[config.mk]
export PLATFORM = sky130hd
export DESIGN_NAME = nested_walk_engine
export DESIGN_NICKNAME = d
export VERILOG_FILES = /design/src/rtl/nwe_pkg.sv /design/src/rtl/nwe_index_sel.sv /design/src/rtl/nwe_addr_gen.sv /design/src/rtl/nwe_entry_decode.sv /design/src/rtl/nwe_walk_fsm.sv /design/src/rtl/nested_walk_engine.sv
export SDC_FILE = /design/constraint.sdc
export NUM_CORES = 1
export LEC_CHECK = 0
export ABC_AREA = 0
export BUFFER_PORTS_ARGS = -buffer_cell sky130_fd_sc_hd__buf_2
export CAP_MARGIN = 30
export CORE_UTILIZATION = 25
export DETAILED_ROUTE_END_ITERATION = 6
export PLACE_DENSITY = 0.46
export SETUP_SLACK_MARGIN = 0.3
export SLEW_MARGIN = 0
export SYNTH_ARGS = -nofsm -noshare
export SYNTH_HDL_FRONTEND = slang
export SYNTH_SLANG_ARGS = --single-unit
[constraint.sdc]
create_clock -name clk -period 4.1 [get_ports clk]
set_clock_uncertainty 0.15 [all_clocks]
set_input_delay 0.205 -clock clk [delete_from_list [all_inputs] [get_ports clk]]
set_output_delay 0.205 -clock clk [all_outputs]
set_load 0.01 [all_outputs]
[src/rtl/nwe_pkg.sv]
package nwe_pkg;
   typedef enum logic [1:0] {
      ST_IDLE  = 2'd0,
      ST_ISSUE = 2'd1,
      ST_WAIT  = 2'd2,
      ST_DONE  = 2'd3
   } nwe_state_e;

   localparam int PRESENT_BIT = 0;
endpackage

[src/rtl/nwe_index_sel.sv]
// Picks one index field out of a packed source; level 0 is the topmost field.
module nwe_index_sel #(
   parameter int LEVELS = 4,
   parameter int IDX_W  = 9,
   parameter int BASE   = 12,
   parameter int SRC_W  = 48,
   parameter int SEL_W  = 3
) (
   input  logic [SRC_W-1:0] src,
   input  logic [SEL_W-1:0] level,
   output logic [IDX_W-1:0] idx
);
   logic [IDX_W-1:0] field [LEVELS];

   generate
      for (genvar j = 0; j < LEVELS; j++) begin : g_field
         assign field[j] = src[BASE + IDX_W*(LEVELS-1-j) +: IDX_W];
      end
   endgenerate

   always_comb begin
      idx = '0;
      for (int j = 0; j < LEVELS; j++) begin
         if (level == SEL_W'(j)) idx = field[j];
      end
   end
endmodule

[src/rtl/nwe_addr_gen.sv]
// Entry address = table frame * page size + index * entry size.
module nwe_addr_gen #(
   parameter int PA_W        = 52,
   parameter int OFF_W       = 12,
   parameter int IDX_W       = 9,
   parameter int ENTRY_BYTES = 8
) (
   input  logic [PA_W-OFF_W-1:0] base_frame,
   input  logic [IDX_W-1:0]      idx,
   output logic [PA_W-1:0]       addr
);
   localparam int SHIFT = $clog2(ENTRY_BYTES);

   logic [PA_W-1:0] offset;

   assign offset = PA_W'(idx) << SHIFT;
   assign addr   = {base_frame, {OFF_W{1'b0}}} + offset;
endmodule

[src/rtl/nwe_entry_decode.sv]
module nwe_entry_decode #(
   parameter int ENTRY_W = 64,
   parameter int PA_W    = 52,
   parameter int OFF_W   = 12
) (
   input  logic [ENTRY_W-1:0]    data,
   output logic                  present,
   output logic [PA_W-OFF_W-1:0] frame
);
   import nwe_pkg::*;

   assign present = data[PRESENT_BIT];
   assign frame   = data[PA_W-1:OFF_W];
endmodule

[src/rtl/nwe_walk_fsm.sv]
module nwe_walk_fsm #(
   parameter int VA_W    = 48,
   parameter int PA_W    = 52,
   parameter int OFF_W   = 12,
   parameter int G_LVL   = 4,
   parameter int N_LVL   = 4,
   parameter int GSEL_W  = 3,
   parameter int NSEL_W  = 2,
   parameter int CNT_W   = 8
) (
   input  logic                  clk,
   input  logic                  rst_n,
   input  logic                  req_valid,
   input  logic [VA_W-1:0]       req_gva,
   input  logic [PA_W-OFF_W-1:0] req_groot_frame,
   input  logic [PA_W-OFF_W-1:0] req_nroot_frame,
   output logic                  req_ready,
   output logic                  mem_req_valid,
   input  logic                  mem_req_ready,
   input  logic                  mem_rsp_valid,
   input  logic                  ent_present,
   input  logic [PA_W-OFF_W-1:0] ent_frame,
   output logic                  rsp_valid,
   input  logic                  rsp_ready,
   output logic [PA_W-1:0]       rsp_spa,
   output logic                  rsp_fault,
   output logic                  rsp_fault_nested,
   output logic [CNT_W-1:0]      read_count,
   output logic [VA_W-1:0]       gva_q,
   output logic [PA_W-OFF_W-1:0] gpa_frame_q,
   output logic [GSEL_W-1:0]     g_lvl,
   output logic [NSEL_W-1:0]     n_lvl,
   output logic                  in_guest,
   output logic [PA_W-OFF_W-1:0] walk_base
);
   import nwe_pkg::*;

   localparam int FRAME_W = PA_W - OFF_W;

   nwe_state_e           state;
   logic [FRAME_W-1:0]   nroot_q;
   logic                 last_nested;
   logic                 last_guest;

   assign req_ready     = (state == ST_IDLE);
   assign mem_req_valid = (state == ST_ISSUE);
   assign rsp_valid     = (state == ST_DONE);
   assign last_nested   = (n_lvl == NSEL_W'(N_LVL-1));
   assign last_guest    = (g_lvl == GSEL_W'(G_LVL));

   always_ff @(posedge clk) begin
      if (!rst_n) begin
         state            <= ST_IDLE;
         gva_q            <= '0;
         gpa_frame_q      <= '0;
         nroot_q          <= '0;
         walk_base        <= '0;
         g_lvl            <= '0;
         n_lvl            <= '0;
         in_guest         <= 1'b0;
         read_count       <= '0;
         rsp_spa          <= '0;
         rsp_fault        <= 1'b0;
         rsp_fault_nested <= 1'b0;
      end else begin
         case (state)
            ST_IDLE: begin
               if (req_valid) begin
                  gva_q            <= req_gva;
                  gpa_frame_q      <= req_groot_frame;
                  nroot_q          <= req_nroot_frame;
                  walk_base        <= req_nroot_frame;
                  g_lvl            <= '0;
                  n_lvl            <= '0;
                  in_guest         <= 1'b0;
                  read_count       <= '0;
                  rsp_spa          <= '0;
                  rsp_fault        <= 1'b0;
                  rsp_fault_nested <= 1'b0;
                  state            <= ST_ISSUE;
               end
            end
            ST_ISSUE: begin
               if (mem_req_ready) begin
                  read_count <= read_count + CNT_W'(1);
                  state      <= ST_WAIT;
               end
            end
            ST_WAIT: begin
               if (mem_rsp_valid) begin
                  if (!ent_present) begin
                     rsp_fault        <= 1'b1;
                     rsp_fault_nested <= !in_guest;
                     rsp_spa          <= '0;
                     state            <= ST_DONE;
                  end else if (in_guest) begin
                     gpa_frame_q <= ent_frame;
                     g_lvl       <= g_lvl + GSEL_W'(1);
                     n_lvl       <= '0;
                     in_guest    <= 1'b0;
                     walk_base   <= nroot_q;
                     state       <= ST_ISSUE;
                  end else if (last_nested) begin
                     if (last_guest) begin
                        rsp_spa <= {ent_frame, gva_q[OFF_W-1:0]};
                        state   <= ST_DONE;
                     end else begin
                        in_guest  <= 1'b1;
                        walk_base <= ent_frame;
                        state     <= ST_ISSUE;
                     end
                  end else begin
                     n_lvl     <= n_lvl + NSEL_W'(1);
                     walk_base <= ent_frame;
                     state     <= ST_ISSUE;
                  end
               end
            end
            ST_DONE: begin
               if (rsp_ready) state <= ST_IDLE;
            end
            default: state <= ST_IDLE;
         endcase
      end
   end
endmodule

[src/rtl/nested_walk_engine.sv]
module nested_walk_engine #(
   parameter int VA_W        = 48,
   parameter int PA_W        = 52,
   parameter int OFF_W       = 12,
   parameter int IDX_W       = 9,
   parameter int G_LVL       = 4,
   parameter int N_LVL       = 4,
   parameter int ENTRY_W     = 64,
   parameter int ENTRY_BYTES = 8,
   parameter int CNT_W       = 8
) (
   input  logic               clk,
   input  logic               rst_n,
   input  logic               req_valid,
   output logic               req_ready,
   input  logic [VA_W-1:0]    req_gva,
   input  logic [PA_W-1:0]    req_groot,
   input  logic [PA_W-1:0]    req_nroot,
   output logic               mem_req_valid,
   input  logic               mem_req_ready,
   output logic [PA_W-1:0]    mem_req_addr,
   input  logic               mem_rsp_valid,
   input  logic [ENTRY_W-1:0] mem_rsp_data,
   output logic               rsp_valid,
   input  logic               rsp_ready,
   output logic [PA_W-1:0]    rsp_spa,
   output logic               rsp_fault,
   output logic               rsp_fault_nested,
   output logic [CNT_W-1:0]   dbg_read_count
);
   localparam int FRAME_W    = PA_W - OFF_W;
   localparam int GSEL_W     = $clog2(G_LVL + 1);
   localparam int NSEL_W     = (N_LVL > 1) ? $clog2(N_LVL) : 1;
   localparam int TOTAL_RD   = G_LVL*N_LVL + G_LVL + N_LVL;

   generate
      if (IDX_W*G_LVL + OFF_W != VA_W) begin : g_bad_va
         $error("virtual address width does not match levels and index width");
      end
      if (IDX_W*N_LVL > FRAME_W) begin : g_bad_pa
         $error("nested index fields exceed the physical frame width");
      end
      if ((1 << CNT_W) <= TOTAL_RD) begin : g_bad_cnt
         $error("read counter too narrow for a full walk");
      end
      if (ENTRY_W < PA_W || (1 << $clog2(ENTRY_BYTES)) != ENTRY_BYTES) begin : g_bad_ent
         $error("entry format does not hold a physical frame");
      end
   endgenerate

   logic [VA_W-1:0]    gva_q;
   logic [FRAME_W-1:0] gpa_frame_q;
   logic [GSEL_W-1:0]  g_lvl;
   logic [NSEL_W-1:0]  n_lvl;
   logic               in_guest;
   logic [FRAME_W-1:0] walk_base;
   logic [IDX_W-1:0]   g_idx;
   logic [IDX_W-1:0]   n_idx;
   logic [IDX_W-1:0]   sel_idx;
   logic               ent_present;
   logic [FRAME_W-1:0] ent_frame;

   nwe_index_sel #(
      .LEVELS(G_LVL), .IDX_W(IDX_W), .BASE(OFF_W), .SRC_W(VA_W), .SEL_W(GSEL_W)
   ) u_gsel (
      .src(gva_q), .level(g_lvl), .idx(g_idx)
   );

   nwe_index_sel #(
      .LEVELS(N_LVL), .IDX_W(IDX_W), .BASE(0), .SRC_W(FRAME_W), .SEL_W(NSEL_W)
   ) u_nsel (
      .src(gpa_frame_q), .level(n_lvl), .idx(n_idx)
   );

   assign sel_idx = in_guest ? g_idx : n_idx;

   nwe_addr_gen #(
      .PA_W(PA_W), .OFF_W(OFF_W), .IDX_W(IDX_W), .ENTRY_BYTES(ENTRY_BYTES)
   ) u_addr (
      .base_frame(walk_base), .idx(sel_idx), .addr(mem_req_addr)
   );

   nwe_entry_decode #(
      .ENTRY_W(ENTRY_W), .PA_W(PA_W), .OFF_W(OFF_W)
   ) u_dec (
      .data(mem_rsp_data), .present(ent_present), .frame(ent_frame)
   );

   nwe_walk_fsm #(
      .VA_W(VA_W), .PA_W(PA_W), .OFF_W(OFF_W), .G_LVL(G_LVL), .N_LVL(N_LVL),
      .GSEL_W(GSEL_W), .NSEL_W(NSEL_W), .CNT_W(CNT_W)
   ) u_fsm (
      .clk(clk),
      .rst_n(rst_n),
      .req_valid(req_valid),
      .req_gva(req_gva),
      .req_groot_frame(req_groot[PA_W-1:OFF_W]),
      .req_nroot_frame(req_nroot[PA_W-1:OFF_W]),
      .req_ready(req_ready),
      .mem_req_valid(mem_req_valid),
      .mem_req_ready(mem_req_ready),
      .mem_rsp_valid(mem_rsp_valid),
      .ent_present(ent_present),
      .ent_frame(ent_frame),
      .rsp_valid(rsp_valid),
      .rsp_ready(rsp_ready),
      .rsp_spa(rsp_spa),
      .rsp_fault(rsp_fault),
      .rsp_fault_nested(rsp_fault_nested),
      .read_count(dbg_read_count),
      .gva_q(gva_q),
      .gpa_frame_q(gpa_frame_q),
      .g_lvl(g_lvl),
      .n_lvl(n_lvl),
      .in_guest(in_guest),
      .walk_base(walk_base)
   );
endmodule

==> metrics.json, run 1 <==
{
  "clocking": {
    "tritoncts": "done",
    "clk_pin_slew_ns": 0.06,
    "cts_root_buffer": "sky130_fd_sc_hd__clkbuf_16",
    "post_cts.resized_instances": 0,
    "cts-root-to-sink-buffers": 3,
    "clock_insertion_delay_worst_skew_ns": 0.58,
    "cts.htree.levels": 1,
    "clock_sink_count": 234,
    "tritoncts.num_buffers": 29
  },
  "flow_run": {
    "max_cap_viol_count": 0
  },
  "outcome": {
    "result_of_the_run": "completed"
  },
  "floorplan": {
    "fp.dieArea_um2": 43650,
    "fp.dieW_um": 208.9,
    "core-area_um2": 42130,
    "initial_core_util_pct": 25.40,
    "io-pin-count": 339,
    "die_h_um": 208.9,
    "num_rows": 75
  },
  "logic_synthesis": {
    "synth_enable_flop_cells": 0,
    "synthDominantAreaCellType": "sky130_fd_sc_hd__dfxtp_1",
    "synth_area_um2": 10700,
    "yosysWarningCount": 0,
    "synth-async-reset-ratio_pct": 0,
    "synth_top_cell_area_share_pct": 43.76,
    "synth_cell_type_count": 50,
    "synth_top_flop_cell": "sky130_fd_sc_hd__dfxtp_1",
    "synth-seq-area-share_pct": 43.76,
    "postSynthRegisterBits": 234,
    "syn-instance-count": 1344,
    "synth_area_per_cell_um2": 7.964,
    "yosys-top-cells-area": "sky130_fd_sc_hd__dfxtp_1 44%, sky130_fd_sc_hd__nand2_1 15%, sky130_fd_sc_hd__a21oi_1 7.2%, sky130_fd_sc_hd__o22ai_2 6.0%, sky130_fd_sc_hd__mux2i_1 4.0%"
  },
  "sta": {
    "final_max_tran_viols": 0,
    "report.final.hold_viol_count": 0,
    "maxClockFrequency_mhz": 306.2,
    "finalSetupTns_ns": 0,
    "worstMarginPinSlew_ns": 0.9493,
    "final_setup_viols": 0,
    "min_period_over_period_pct": 79.66,
    "max_slew_margin_pct": 36.72,
    "min_period_ns": 3.266,
    "setup_repair_after_global_routing_missed_its_margin": "no"
  },
  "route": {
    "via_per_inst": 4.683,
    "dr.first_iter.drc_count": 544,
    "drt_pre_antenna_iters": 5,
    "antenna_violating_nets_post_route": 0,
    "num_vias": 10880,
    "detail_route.wirelength_um": 39280,
    "post_drt_wl_per_cell_um": 16.92,
    "drcViolationCount": 0
  },
  "placement": {
    "hpwlAfterDp_um": 25280,
    "gp_congestion": 0.7759,
    "port-buffer-count": 284
  },
  "layout": {
    "antenna-diode-count": 0,
    "multi_input_comb_area_um2": 5453,
    "drive_gt1_share_pct": 22.83,
    "area_delta_synth_final_pct": 44.79,
    "layout.core_utilization_pct": 36.78,
    "fillerInstances": 4381,
    "finish.net_count": 1994,
    "area.sequential_um2": 4688
  },
  "grt": {
    "grt_pass1_vias": 10720,
    "grt_first_pass_wirelength_um": 61290,
    "groute.layer.met2.usage_pct": 28.60,
    "antenna_found_initial": 0,
    "grt.overflow.total": 0,
    "grt_usage_pct": 17.57,
    "met1_usage_pct": 23.75,
    "grt.busiest_layer": "met2",
    "grt_max_degree": 103,
    "use_met3_pct": 3.111
  },
  "critical_path": {
    "startpoint_type": "register",
    "critPathRequiredTime_ns": 3.74,
    "cp_cell_sequence": "inv_1 > ha_1 > a21oi_1 > o21ai_0 > a221oi_1 > a221oi_1 > buf_2",
    "critical_path.slowest_cell": "sky130_fd_sc_hd__a221oi_1",
    "critical_path_endpoint_category": "primary output",
    "worst-setup-path-type": "reg2out",
    "cp.arrival_ns": 2.91,
    "path_buf_inv": 2,
    "cpLargestDelayFamily": "compound AO/OA/AOI/OAI gates",
    "max_stage_delay_ns": 0.68,
    "critical_path_peak_fanout": 18,
    "critical-path-top-cell-by-count": "sky130_fd_sc_hd__a221oi_1"
  },
  "pwr": {
    "switching_share_pct": 28.90,
    "power_report.internal_total_mw": 4.421,
    "power.share.sequential_pct": 40.6,
    "power_frac_comb_pct": 18.0,
    "pwr-share-clk_pct": 41.4,
    "p_per_area_nw_per_um2": 401.2,
    "static-leakage-power_nw": 6.382,
    "p_switching_mw": 1.797,
    "power.ir.vdd_worst_mv": 0.2583
  },
  "min_path": {
    "hp-class": "in2reg"
  }
}
==> through the flow <==
step	instances	setup slack (ns)	hold WS, ns	instance area (um2)	power, mW
CTS	2322	0.8684	0.03000	15500	6.321
global route	2322	0.6296	0.07251	15500	6.524
global placement	2062	1.369	0.2880	12450	3.498
detailed placement	2063	1.334	0.2918	12480	3.510
floorplan	1346	2.114	0.1910	10710	3.130
finish	2322	0.8340	0.02999	15500	6.218
==> routing by layer <==
layer  wire length [um]  up-vias
met2              17860      299
met5                  0        -
met3               1994       58
met4               1049        0
met1              18370     5089
li1                   -     5429
==> worst min-delay path, delay by kind of cell <==
family                 cells  cell delay (ns)
and+or+nand+nor            1             0.16
AOI/OAI and AO/OA          1             0.06
buffers and inverters      1             0.28
==> worst paths after layout <==
kind / slack (ns) / start / depth (start not counted) / to
setup reg to reg: 0.97 / u_fsm.state[1] / 6 / u_fsm.gpa_frame_q[6]
hold / removal: 0.03 / rst_n / 3 / u_fsm.rsp_spa[40]
hold reg to reg: 0.30 / u_fsm.gva_q[29] / 2 / u_fsm.gva_q[29]
setup / recovery: 0.83 / u_fsm.n_lvl[0] / 7 / mem_req_addr[10]
==> synth_stat cells (6+ instances only) <==
library cell                 n
sky130_fd_sc_hd__a22o_1      6
sky130_fd_sc_hd__a211o_1    40
sky130_fd_sc_hd__o21ai_0    14
sky130_fd_sc_hd__nand2_1   429
sky130_fd_sc_hd__nor2_1     90
sky130_fd_sc_hd__clkbuf_1   76
sky130_fd_sc_hd__ha_1       10
sky130_fd_sc_hd__nand2b_1   13
sky130_fd_sc_hd__a21oi_1   153
sky130_fd_sc_hd__o22ai_2    51
sky130_fd_sc_hd__nand3_1    11
sky130_fd_sc_hd__a22oi_1     7
sky130_fd_sc_hd__inv_1      19
sky130_fd_sc_hd__o211ai_1    6
sky130_fd_sc_hd__a221oi_1    6
sky130_fd_sc_hd__mux2i_1    43
sky130_fd_sc_hd__a311oi_1   36
sky130_fd_sc_hd__buf_2      35
sky130_fd_sc_hd__o31ai_1     7
sky130_fd_sc_hd__dfxtp_1   234
==> cell usage in the layout (no fill, tap or decap), types with 29 or more instances in the layout <==
master / Yosys / final
sky130_fd_sc_hd__a211o_1: 40 / 40
sky130_fd_sc_hd__a21oi_1: 153 / 152
sky130_fd_sc_hd__a311oi_1: 36 / 36
sky130_fd_sc_hd__buf_2: 35 / 283
sky130_fd_sc_hd__clkbuf_16: 0 / 29
sky130_fd_sc_hd__dfxtp_1: 234 / 233
sky130_fd_sc_hd__dlygate4sd3_1: 0 / 207
sky130_fd_sc_hd__mux2i_1: 43 / 43
sky130_fd_sc_hd__nand2_1: 429 / 429
sky130_fd_sc_hd__nor2_1: 90 / 90
sky130_fd_sc_hd__o22ai_2: 51 / 50
==> power groups by stage <==
stage | logic (mW) | clock network (mW) | registers, mW
floorplan | 0.574 | 0 | 2.56
global placement | 0.928 | 0 | 2.57
detailed placement | 0.937 | 0 | 2.57
CTS | 1.13 | 2.67 | 2.52
global route | 1.24 | 2.74 | 2.54
finish | 1.12 | 2.58 | 2.52
==> sequential cells by signal, indices dropped and copies added (netlist names), 2 cells and up <==
register,flops
u_fsm.rsp_spa,52
u_fsm.g_lvl,3
u_fsm.gpa_frame_q,36
u_fsm.read_count,8
u_fsm.gva_q,48
u_fsm.walk_base,40
u_fsm.nroot_q,40
u_fsm.state,2
u_fsm.n_lvl,2
==> layout make-up <==
cell class | count | area share, %
Tap cell | 539 | 4.351
Multi-Input combinational cell | 970 | 35.18
Sequential cell | 234 | 30.25
Clock buffer | 44 | 5.562
Clock inverter | 8 | 0.5732
Timing Repair Buffer | 508 | 23.59
Inverter | 19 | 0.4925
==> logic make-up (layout without fill, tap and decap cells) <==
| logic type | count (synthesis) | after routing | synth area share, % |
|---|---|---|---|
| buf+inv | 142 | 579 | 5.880 |
| xor+xnor | 4 | 4 | 0.3273 |
| fa+ha+maj | 10 | 10 | 1.169 |
| other cells | 1 | 3 | 0.03503 |
| mux | 43 | 43 | 4.021 |
| flops | 234 | 234 | 43.76 |
| simple gates | 567 | 567 | 21.26 |
| compound gates | 343 | 343 | 23.54 |
==> repair_timing <==
item / CTS / global route
endpoints found under the hold margin: 210 / 0
hold buffers: 207 / 0
buffers inserted: 0 / 0
No activity file was read; power rests on OpenSTA's default activity.
==> inputs of run 2 (changes only) <==
--- a/config.mk
+++ b/config.mk
@@ -10,7 +10,7 @@
 export CAP_MARGIN = 30
 export CORE_UTILIZATION = 25
 export DETAILED_ROUTE_END_ITERATION = 6
-export PLACE_DENSITY = 0.46
+export PLACE_DENSITY = 0.48
 export SETUP_SLACK_MARGIN = 0.3
 export SLEW_MARGIN = 0
 export SYNTH_ARGS = -nofsm -noshare
==> constraint.sdc (replaced) <==
create_clock -name clk -period 2.8 [get_ports clk]
set_clock_uncertainty 0.15 [all_clocks]
set_input_delay 0.14 -clock clk [delete_from_list [all_inputs] [get_ports clk]]
set_output_delay 0.14 -clock clk [all_outputs]
set_load 0.01 [all_outputs]
==> run 2 against run 1 <==
  * Register-to-register slack lost 0.55 ns
  * Critical path depth increased by 1
  * Power increased by 44%
  * Die area did not move
  * Critical path type unchanged
==> metrics.json, run 2 (same netlist as run 1, synthesis figures left out) <==
{
  "layout": {
    "drive_gt1_share_pct": 27.18,
    "layout_top_registers": "u_fsm.rsp_spa: 52 flops, u_fsm.gva_q: 48 flops",
    "area.sequential_um2": 4705,
    "finish.net_count": 2001,
    "final_common_cell": "sky130_fd_sc_hd__nand2_1",
    "final-instance-count-excl-fill": 2327,
    "largest_register_ffs": 52,
    "layout.core_utilization_pct": 37.59,
    "final_cell_mix": "429 x sky130_fd_sc_hd__nand2_1, 283 x sky130_fd_sc_hd__buf_2, 228 x sky130_fd_sc_hd__dfxtp_1",
    "antenna-diode-count": 0,
    "multi_input_comb_area_um2": 5736,
    "area_delta_synth_final_pct": 47.97,
    "fillerInstances": 4323,
    "largest_register": "u_fsm.rsp_spa"
  },
  "floorplan": {
    "fp.dieW_um": 208.9,
    "num_rows": 75,
    "die_h_um": 208.9,
    "core-area_um2": 42130,
    "io-pin-count": 339,
    "initial_core_util_pct": 25.40,
    "fp.dieArea_um2": 43650
  },
  "critical_path": {
    "max_stage_delay_ns": 0.37,
    "critical_path.slowest_cell": "sky130_fd_sc_hd__dfxtp_4",
    "startpoint_type": "register",
    "critPathRequiredTime_ns": 2.51,
    "cp_cell_sequence": "inv_2 > ha_4 > buf_4 > a21oi_1 > o21ai_2 > a22oi_2 > o21ai_1 > buf_2",
    "cp.arrival_ns": 2.15,
    "critical_path_peak_fanout": 8,
    "worst-setup-path-type": "reg2out",
    "critical_path_endpoint_category": "primary output"
  },
  "clocking": {
    "tritoncts.num_buffers": 28,
    "clock_sink_count": 234,
    "cts_root_buffer": "sky130_fd_sc_hd__clkbuf_16",
    "cts.htree.levels": 1,
    "clk_pin_slew_ns": 0.06,
    "clock_insertion_delay_worst_skew_ns": 0.56,
    "cts-root-to-sink-buffers": 3,
    "tritoncts": "done"
  },
  "grt": {
    "grt_pass1_vias": 10660,
    "grt_usage_pct": 17.28,
    "grt_first_pass_wirelength_um": 60160,
    "antenna_found_initial": 0,
    "grt.overflow.total": 0,
    "grt_max_degree": 79
  },
  "route": {
    "drt_pre_antenna_iters": 6,
    "drcViolationCount": 0,
    "post_drt_wl_per_cell_um": 16.82,
    "num_vias": 10960,
    "via_per_inst": 4.710,
    "detail_route.wirelength_um": 39140,
    "dr.first_iter.drc_count": 562,
    "antenna_violating_nets_post_route": 0
  },
  "min_path": {
    "hp-class": "in2reg"
  },
  "sta": {
    "final_setup_viols": 0,
    "finalSetupTns_ns": 0,
    "min_period_over_period_pct": 87.05,
    "worstMarginPinSlew_ns": 0.6430,
    "max_slew_margin_pct": 57.13,
    "report.final.hold_viol_count": 0,
    "final.hold.worst_slack_ns": 0.2260,
    "min_period_ns": 2.437,
    "final_max_tran_viols": 0,
    "setup_repair_after_global_routing_missed_its_margin": "yes",
    "maxClockFrequency_mhz": 410.3
  },
  "outcome": {
    "result_of_the_run": "completed"
  },
  "placement": {
    "gp_congestion": 0.8370,
    "hpwlAfterDp_um": 26040,
    "placed_cells": 2074,
    "port-buffer-count": 284
  },
  "pwr": {
    "power_report.internal_total_mw": 6.433,
    "power.share.sequential_pct": 41.1,
    "p_switching_mw": 2.550,
    "p_per_area_nw_per_um2": 567.1,
    "total_power_mw": 8.982,
    "power.ir.vdd_worst_mv": 0.4651,
    "switching_share_pct": 28.39,
    "power_frac_comb_pct": 18.3,
    "static-leakage-power_nw": 6.465,
    "pwr-share-clk_pct": 40.6
  },
  "flow_run": {
    "max_cap_viol_count": 0
  }
}
run 2: timing repair:
item	in CTS	in global routing
hold endpoints to repair	210	0
pin swaps	7	11
gates resized for setup	56	34
hold buffers	179	0
setup buffers	8	17
setup endpoints to repair	22	35
run 2: through the flow:
| step | setup slack [ns] | instance area (um2) |
|---|---|---|
| after floorplan | 0.8142 | 10710 |
| after global placement | 0.3322 | 12600 |
| after detailed placement | 0.2977 | 12600 |
| after CTS | 0.2267 | 15590 |
| after global routing | 0.2413 | 15840 |
| final | 0.3626 | 15840 |
run 2: cell type report:
cell class / count / share of cell area, %
multi-input combinational: 970 / 36.21
clock buffer: 43 / 5.419
tap: 539 / 4.258
timing repair buffer: 516 / 23.53
sequential: 234 / 29.70
inverter: 19 / 0.5293
clock inverter: 6 / 0.3476
run 2: path summary, 6_finish.rpt:
kind / startpoint / end / slack [ns] / cells past startpoint
setup reg to reg: u_fsm.g_lvl[1] / u_fsm.rsp_spa[24] / 0.42 / 7
hold / removal: req_gva[44] / u_fsm.gva_q[44] / 0.23 / 4
hold reg to reg: u_fsm.nroot_q[39] / u_fsm.nroot_q[39] / 0.30 / 2
setup / recovery: u_fsm.n_lvl[1] / mem_req_addr[4] / 0.36 / 8
run 2: power by group through the flow:
stage,clock [mW],combinational (mW),sequential [mW]
after detailed placement,0,1.40,3.76
after CTS,3.78,1.64,3.70
final,3.65,1.64,3.69
after floorplan,0,0.840,3.74
after global placement,0,1.38,3.76
after global routing,3.92,1.82,3.72
run 2: critical path, delay by kind of cell (launching register included):
kind | cells | cell delay [ns]
flip-flops | 1 | 0.37
AO/OA/AOI/OAI | 4 | 0.66
buffers and inverters | 3 | 0.37
adder cells (fa/ha/maj) | 1 | 0.20
run 2: layer usage:
metal / track usage (%) / share of wire, % / vias to the layer above / routed length (um)
met2: 28.64 / 47 / 273 / 18390
met1: 23.19 / 47 / 5194 / 18200
met3: 2.885 / 4.8 / 46 / 1887
met5: 0 / 0 / - / 0
met4: 4.386 / 1.7 / 0 / 663
li1: - / - / 5447 / -
